### src/rtl/strop_pkg.sv
package strop_pkg;
  localparam int DATA_W = 32;
  localparam int BE_W   = DATA_W / 8;

  typedef enum logic [2:0] {
    OP_LOAD  = 3'd0,
    OP_STORE = 3'd1,
    OP_MOVE  = 3'd2,
    OP_SCAN  = 3'd3,
    OP_CMP   = 3'd4
  } strop_e;

  typedef enum logic [2:0] {
    ST_IDLE, ST_ISSUE1, ST_WAIT1, ST_ISSUE2, ST_WAIT2, ST_FINISH
  } seq_state_e;

  function automatic logic [2:0] elem_bytes(input logic [1:0] sz);
    case (sz)
      2'd0:    return 3'd1;
      2'd1:    return 3'd2;
      default: return 3'd4;
    endcase
  endfunction

  function automatic logic [BE_W-1:0] elem_be(input logic [1:0] sz);
    logic [BE_W-1:0] be;
    for (int i = 0; i < BE_W; i++) be[i] = (i < int'(elem_bytes(sz)));
    return be;
  endfunction

  function automatic logic [DATA_W-1:0] elem_mask(input logic [1:0] sz);
    logic [BE_W-1:0]   be;
    logic [DATA_W-1:0] m;
    be = elem_be(sz);
    for (int i = 0; i < BE_W; i++) m[i*8 +: 8] = {8{be[i]}};
    return m;
  endfunction

  function automatic logic op_known(input logic [2:0] op);
    return op <= 3'd4;
  endfunction

  function automatic logic op_uses_src(input strop_e op);
    return (op == OP_LOAD) || (op == OP_MOVE) || (op == OP_CMP);
  endfunction

  function automatic logic op_uses_dst(input strop_e op);
    return (op != OP_LOAD);
  endfunction
endpackage

### src/rtl/strop_agen.sv
module strop_agen #(
  parameter int AW = 32
) (
  input  logic [AW-1:0] src_i,
  input  logic [AW-1:0] dst_i,
  input  logic [AW-1:0] ds_base_i,
  input  logic [AW-1:0] es_base_i,
  input  logic [1:0]    size_i,
  input  logic          dir_i,
  output logic [AW-1:0] src_addr_o,
  output logic [AW-1:0] dst_addr_o,
  output logic [AW-1:0] src_next_o,
  output logic [AW-1:0] dst_next_o
);
  import strop_pkg::*;

  function automatic logic [AW-1:0] step_ptr(input logic [AW-1:0] p,
                                             input logic [1:0] sz,
                                             input logic down);
    logic [AW-1:0] d;
    d = AW'(elem_bytes(sz));
    return down ? (p - d) : (p + d);
  endfunction

  assign src_addr_o = ds_base_i + src_i;
  assign dst_addr_o = es_base_i + dst_i;
  assign src_next_o = step_ptr(src_i, size_i, dir_i);
  assign dst_next_o = step_ptr(dst_i, size_i, dir_i);
endmodule

### src/rtl/strop_dpath.sv
module strop_dpath (
  input  logic [1:0]                   size_i,
  input  logic                         is_move_i,
  input  logic [strop_pkg::DATA_W-1:0] acc_i,
  input  logic [strop_pkg::DATA_W-1:0] rdata_i,
  input  logic [strop_pkg::DATA_W-1:0] hold_i,
  output logic [strop_pkg::DATA_W-1:0] rd_elem_o,
  output logic [strop_pkg::DATA_W-1:0] acc_load_o,
  output logic [strop_pkg::DATA_W-1:0] wdata_o,
  output logic                         scan_eq_o,
  output logic                         cmp_eq_o
);
  import strop_pkg::*;

  logic [DATA_W-1:0] mask;
  logic [DATA_W-1:0] acc_elem;

  assign mask       = elem_mask(size_i);
  assign acc_elem   = acc_i & mask;
  assign rd_elem_o  = rdata_i & mask;
  assign acc_load_o = (acc_i & ~mask) | rd_elem_o;
  assign wdata_o    = is_move_i ? hold_i : acc_elem;
  assign scan_eq_o  = (rd_elem_o == acc_elem);
  assign cmp_eq_o   = (rd_elem_o == hold_i);
endmodule

### src/rtl/strop_ctrl.sv
module strop_ctrl (
  input  logic              clk,
  input  logic              rst_n,
  input  logic              start_i,
  input  logic              start_empty_i,
  input  strop_pkg::strop_e op_i,
  input  logic              rvalid_i,
  input  logic              last_elem_i,
  input  logic              scan_eq_i,
  input  logic              cmp_eq_i,
  output logic              busy_o,
  output logic              accept_o,
  output logic              req_o,
  output logic              we_o,
  output logic              use_dst_o,
  output logic              elem_done_o,
  output logic              cap_hold_o,
  output logic              load_acc_o,
  output logic              neq_o,
  output logic              finish_o
);
  import strop_pkg::*;

  seq_state_e st, nxt;

  always_ff @(posedge clk) begin
    if (!rst_n) st <= ST_IDLE;
    else        st <= nxt;
  end

  always_comb begin
    nxt         = st;
    req_o       = 1'b0;
    we_o        = 1'b0;
    use_dst_o   = 1'b0;
    elem_done_o = 1'b0;
    cap_hold_o  = 1'b0;
    load_acc_o  = 1'b0;
    neq_o       = 1'b0;
    case (st)
      ST_IDLE: if (start_i) nxt = start_empty_i ? ST_FINISH : ST_ISSUE1;
      ST_ISSUE1: begin
        req_o = 1'b1;
        if (op_i == OP_STORE) begin
          we_o        = 1'b1;
          use_dst_o   = 1'b1;
          elem_done_o = 1'b1;
        end else begin
          use_dst_o = (op_i == OP_SCAN);
          nxt       = ST_WAIT1;
        end
      end
      ST_WAIT1: if (rvalid_i) begin
        case (op_i)
          OP_LOAD: begin
            load_acc_o  = 1'b1;
            elem_done_o = 1'b1;
          end
          OP_SCAN: begin
            elem_done_o = 1'b1;
            neq_o       = !scan_eq_i;
          end
          default: begin
            cap_hold_o = 1'b1;
            nxt        = ST_ISSUE2;
          end
        endcase
      end
      ST_ISSUE2: begin
        req_o     = 1'b1;
        use_dst_o = 1'b1;
        if (op_i == OP_MOVE) begin
          we_o        = 1'b1;
          elem_done_o = 1'b1;
        end else begin
          nxt = ST_WAIT2;
        end
      end
      ST_WAIT2: if (rvalid_i) begin
        elem_done_o = 1'b1;
        neq_o       = !cmp_eq_i;
      end
      ST_FINISH: nxt = ST_IDLE;
      default:   nxt = ST_IDLE;
    endcase
    if (elem_done_o) nxt = (last_elem_i || neq_o) ? ST_FINISH : ST_ISSUE1;
  end

  assign busy_o   = (st != ST_IDLE);
  assign accept_o = start_i && !busy_o;
  assign finish_o = (st == ST_FINISH);
endmodule

### src/rtl/strop_seq.sv
module strop_seq
  import strop_pkg::*;
#(
  parameter int AW = 32,
  parameter int CW = 16
) (
  input  logic              clk,
  input  logic              rst_n,
  input  logic              start_i,
  input  logic [2:0]        op_i,
  input  logic [1:0]        size_i,
  input  logic              dir_i,
  input  logic [AW-1:0]     src_i,
  input  logic [AW-1:0]     dst_i,
  input  logic [CW-1:0]     cnt_i,
  input  logic [DATA_W-1:0] acc_i,
  input  logic [AW-1:0]     ds_base_i,
  input  logic [AW-1:0]     es_base_i,
  output logic              mem_req_o,
  output logic              mem_we_o,
  output logic [AW-1:0]     mem_addr_o,
  output logic [BE_W-1:0]   mem_be_o,
  output logic [DATA_W-1:0] mem_wdata_o,
  input  logic              mem_rvalid_i,
  input  logic [DATA_W-1:0] mem_rdata_i,
  output logic              done_o,
  output logic              mismatch_o,
  output logic [AW-1:0]     src_o,
  output logic [AW-1:0]     dst_o,
  output logic [CW-1:0]     cnt_o,
  output logic [DATA_W-1:0] acc_o
);
  strop_e            op_r;
  logic [1:0]        size_r;
  logic              dir_r;
  logic [AW-1:0]     src_r, dst_r, ds_r, es_r;
  logic [CW-1:0]     cnt_r;
  logic [DATA_W-1:0] acc_r, hold_r;
  logic              mism_r;

  // internal events, named for the checker
  logic busy, accept, elem_done, use_dst, load_acc, cap_hold, neq, finish;
  logic start_empty, last_elem;
  logic [AW-1:0]     src_addr, dst_addr, src_next, dst_next;
  logic [DATA_W-1:0] rd_elem, acc_load, wdata;
  logic              scan_eq, cmp_eq;

  assign start_empty = (cnt_i == '0) || !op_known(op_i);
  assign last_elem   = (cnt_r == CW'(1));

  strop_ctrl u_ctrl (
    .clk(clk), .rst_n(rst_n), .start_i(start_i), .start_empty_i(start_empty),
    .op_i(op_r), .rvalid_i(mem_rvalid_i), .last_elem_i(last_elem),
    .scan_eq_i(scan_eq), .cmp_eq_i(cmp_eq), .busy_o(busy), .accept_o(accept),
    .req_o(mem_req_o), .we_o(mem_we_o), .use_dst_o(use_dst),
    .elem_done_o(elem_done), .cap_hold_o(cap_hold), .load_acc_o(load_acc),
    .neq_o(neq), .finish_o(finish)
  );

  strop_agen #(.AW(AW)) u_agen (
    .src_i(src_r), .dst_i(dst_r), .ds_base_i(ds_r), .es_base_i(es_r),
    .size_i(size_r), .dir_i(dir_r), .src_addr_o(src_addr),
    .dst_addr_o(dst_addr), .src_next_o(src_next), .dst_next_o(dst_next)
  );

  strop_dpath u_dpath (
    .size_i(size_r), .is_move_i(op_r == OP_MOVE), .acc_i(acc_r),
    .rdata_i(mem_rdata_i), .hold_i(hold_r), .rd_elem_o(rd_elem),
    .acc_load_o(acc_load), .wdata_o(wdata), .scan_eq_o(scan_eq),
    .cmp_eq_o(cmp_eq)
  );

  always_ff @(posedge clk) begin
    if (!rst_n) begin
      op_r   <= OP_LOAD;
      size_r <= '0;
      dir_r  <= 1'b0;
      src_r  <= '0;
      dst_r  <= '0;
      ds_r   <= '0;
      es_r   <= '0;
      cnt_r  <= '0;
      acc_r  <= '0;
      hold_r <= '0;
      mism_r <= 1'b0;
    end else if (accept) begin
      op_r   <= strop_e'(op_i);
      size_r <= size_i;
      dir_r  <= dir_i;
      src_r  <= src_i;
      dst_r  <= dst_i;
      ds_r   <= ds_base_i;
      es_r   <= es_base_i;
      cnt_r  <= cnt_i;
      acc_r  <= acc_i;
      mism_r <= 1'b0;
    end else begin
      if (cap_hold) hold_r <= rd_elem;
      if (load_acc) acc_r  <= acc_load;
      if (elem_done) begin
        cnt_r  <= cnt_r - CW'(1);
        mism_r <= neq;
        if (op_uses_src(op_r)) src_r <= src_next;
        if (op_uses_dst(op_r)) dst_r <= dst_next;
      end
    end
  end

  assign mem_addr_o  = use_dst ? dst_addr : src_addr;
  assign mem_be_o    = elem_be(size_r);
  assign mem_wdata_o = wdata;
  assign done_o      = finish;
  assign mismatch_o  = mism_r;
  assign src_o       = src_r;
  assign dst_o       = dst_r;
  assign cnt_o       = cnt_r;
  assign acc_o       = acc_r;
endmodule

### config.mk
export PLATFORM = sky130hd
export DESIGN_NAME = strop_seq
export DESIGN_NICKNAME = d
export VERILOG_FILES = /design/src/rtl/strop_pkg.sv /design/src/rtl/strop_agen.sv /design/src/rtl/strop_dpath.sv /design/src/rtl/strop_ctrl.sv /design/src/rtl/strop_seq.sv
export SDC_FILE = /design/constraint.sdc
export NUM_CORES = 1
export LEC_CHECK = 0
export ABC_AREA = 0
export BUFFER_PORTS_ARGS = -buffer_cell sky130_fd_sc_hd__buf_2
export CAP_MARGIN = 10
export CORE_MARGIN = 2
export CORE_UTILIZATION = 50
export CTS_CLUSTER_DIAMETER = 60
export DETAILED_ROUTE_END_ITERATION = 8
export GPL_ROUTABILITY_DRIVEN = 0
export PLACE_DENSITY_LB_ADDON = 0.05
export SYNTH_ARGS = -nofsm -noshare
export SYNTH_HDL_FRONTEND = slang
export SYNTH_SLANG_ARGS = --single-unit
export TNS_END_PERCENT = 50
### constraint.sdc
create_clock -name clk -period 4.16 [get_ports clk]
set_input_delay 0.832 -clock clk [delete_from_list [all_inputs] [get_ports clk]]
set_output_delay 0.832 -clock clk [all_outputs]
set_load 0.01 [all_outputs]
==> flow_summary.ini <==
[status]
outcome = finished, violations left
violations = negative setup slack

[clock_tree]
postCtsHoldBufs = 0
cts.sinks = 218
cts_max_level = 1
clock_latency_ns = 0.57
cts_buffer_depth = 3
cts_buffers = 30
clkTransAtPathRegs_ns = 0.06
cts_tree = built
cts-root-buf = clkbuf_16

[finish]
utilization_pct = 63.6
multi_input_area_um2 = 12400
drive_gt1_share_pct = 25.0
syn2layout_area_growth_pct = 25.6
fillers = 3045
seq_area_um2 = 4410
final_nets = 3053

[yosys]
ys_warn_count = 0
synthFlopType = dfxtp_1
synth_most_common_cell = nand2_1
yosysSeqAreaShare_pct = 25.7
async_reset_ff_share_pct = 0
yosys_register_bits = 218
avgSynthCellArea_um2 = 7.32
syn_area_um2 = 17000
syn-num-nets = 2664
syn_inst = 2318
synth_edf_count = 0
synth_area_leaders = dfxtp_1 26%, nand2_1 9.7%, ha_1 9.3%
synth_top_area_share_pct = 25.7
yosysTopAreaCell = dfxtp_1
synth_cell_types = 102
synth_common_cells = 436 x nand2_1, 281 x a21oi_1, 218 x dfxtp_1

[die]
fp.coreArea_um2 = 33400
initial_core_util_pct = 50.7
die_h_um = 188
dieArea_um2 = 35400
num_rows = 67
ios = 402
die_width_um = 188

[worst_setup_path]
cp_num_cells = 12
max_stage_delay_ns = 0.47
r2r-start = size_r[1]$_SDFFE_PN0P_
r2r_slack_ns = 0.34
critical_path_class = register to primary output
path_buf_inv = 1
crit_path_end_kind = primary output
cp-start-kind = register
cp.arrival_ns = 3.71
crit_required_ns = 3.33
worstReg2RegEnd = dst_o[30]$_SDFFE_PN0P_
crit_slowest_cell = or4b_1
cp_top_family = compound AO/OA/AOI/OAI gates
worst_path_most_repeated_cell = o21a_1
crit_path_cell_trace = ha_1 -> nand2_1 -> o21ai_1 -> a311o_1 -> nor3_2 -> a2111oi_4 -> o21a_1 -> o21a_1 -> o21ai_2 -> or4b_1 -> nand4_1 -> buf_2
rr_worst_depth = 16
path_max_fanout = 7

[power]
power_density_nw_per_um2 = 620
leakagePower_nw = 9.57
p_total_mw = 13.2
vdd_drop_max_mv = 0.460

[hold_path]
hold-path-endpoint = ds_r[2]$_SDFFE_PN0P_
hold_depth = 2
hold_path.class = register to register
hold_start = ds_r[2]$_SDFFE_PN0P_

[timing]
fmax_mhz = 220
fin_crit_sh_pct = 109
hold_violations = 0
fin_skew_ns = 0.0251
slew_violations = 0
fin_ws_ns = -0.381
relSlewSlack_pct = 36.1
whs_ns = 0.457
rsz0062_at_grt = true
fin_crit_ns = 4.54
worst_slew_pin_slew_ns = 0.959
finalSetupViolations = 7

[detailed_routing]
vias = 19400
routed_wl_mm = 64.3
drcViolationCount = 0
antenna_left = 0
wl_met1_mm = 27.0
first_pass_iters = 5
drtIter0Drc = 1603
via_per_inst = 6.08
routed.top_layer = met5
dr_wl_met2_mm = 28.8
met3_length_mm = 5.40
wl_per_cell_um = 20.2

[global_route]
antenna_found_initial = 6
gr-total-overflow = 0
grt_pass1_vias = 18000
grt_pass1_wl_mm = 98.1
grt_usage_pct = 34.5
grt_max_degree = 148

[place]
io_buffers = 400
hpwl_mm = 47.8

[run]
drv_cap = 0
==> cell families (layout without fill, tap and decap cells) <==
family | Yosys count | count (layout) | synth area share (%)
xor+xnor | 147 | 147 | 7.76
mux | 14 | 14 | 0.856
simple gates | 882 | 882 | 23.5
buf+inv | 172 | 582 | 3.99
other cells | 1 | 8 | 0.0221
flops | 218 | 218 | 25.7
compound gates | 756 | 756 | 28.6
fa+ha+maj | 128 | 128 | 9.53
==> report_power, final <==
part	switching (mW)	internal (mW)	total, mW
Sequential	0.661	2.60	3.26
Combinational	4.43	2.78	7.21
Clock	1.05	1.66	2.71
==> final cells by class <==
| class | instances | share of cell area, % |
|---|---|---|
| Antenna cell | 7 | 0.0823 |
| Clock buffer | 36 | 3.87 |
| Clock inverter | 17 | 1.02 |
| Inverter | 39 | 0.711 |
| Multi-Input combinational cell | 1928 | 58.2 |
| Sequential cell | 218 | 20.7 |
| Tap cell | 448 | 2.63 |
| Timing Repair Buffer | 490 | 12.7 |
==> what timing repair did <==
item / in CTS / in global routing
resized for setup: 72 / 55
setup buffers: 24 / 12
cloned: 0 / 0
pin swaps: 34 / 39
setup endpoints to repair: 17 / 18
==> per-stage QoR <==
step | setup WS (ns) | area, um^2 | cells | TNS (ns)
2_1_floorplan | 0.143 | 17000 | 2318 | 0
3_3_place_gp | 0.0827 | 19500 | 3088 | 0
3_5_place_dp | 0.00499 | 19500 | 3088 | 0
4_1_cts | -0.382 | 21000 | 3165 | -1.42
5_1_grt | -0.525 | 21300 | 3181 | -2.22
6_report | -0.381 | 21300 | 3183 | -1.25
==> worst max-delay path by stage <==
stage | from | slack (ns) | endpoint
global placement | src_o[0]$_SDFFE_PN0P_ | 0.08 | mem_addr_o[30]
finish | src_o[13]$_SDFFE_PN0P_ | -0.38 | mem_addr_o[30]
detailed placement | src_o[0]$_SDFFE_PN0P_ | 0.005 | mem_addr_o[30]
floorplan | dir_r$_SDFFE_PN0P_ | 0.14 | dst_o[30]$_SDFFE_PN0P_
CTS | ds_r[0]$_SDFFE_PN0P_ | -0.38 | mem_addr_o[30]
global route | src_o[13]$_SDFFE_PN0P_ | -0.53 | mem_addr_o[30]
==> placed cells by master, fill, tap and decap left out, types with 37 or more instances in the layout <==
cell type    n
nand3_1    100
buf_4       86
a311oi_1    37
buf_2      400
ha_1       105
nand2_1    435
xor2_1      62
o21ai_0    125
a22oi_1     38
dfxtp_1    193
a21o_1      63
xnor2_1     81
nor2_1     156
a21oi_1    271
==> layer usage <==
metal | up-vias | track usage, %
li1 | 9205 | -
met1 | 9130 | 46.0
met2 | 884 | 54.9
met3 | 147 | 5.09
met4 | 2 | 15.8
met5 | - | 0
==> worst min-delay path, cell delays in order, from the launching register on <==
cell	delay [ns]
dfxtp_1	0.31
nand2_1	0.05
a21oi_1	0.05
Note: power is estimated with default switching activity, not from simulation.
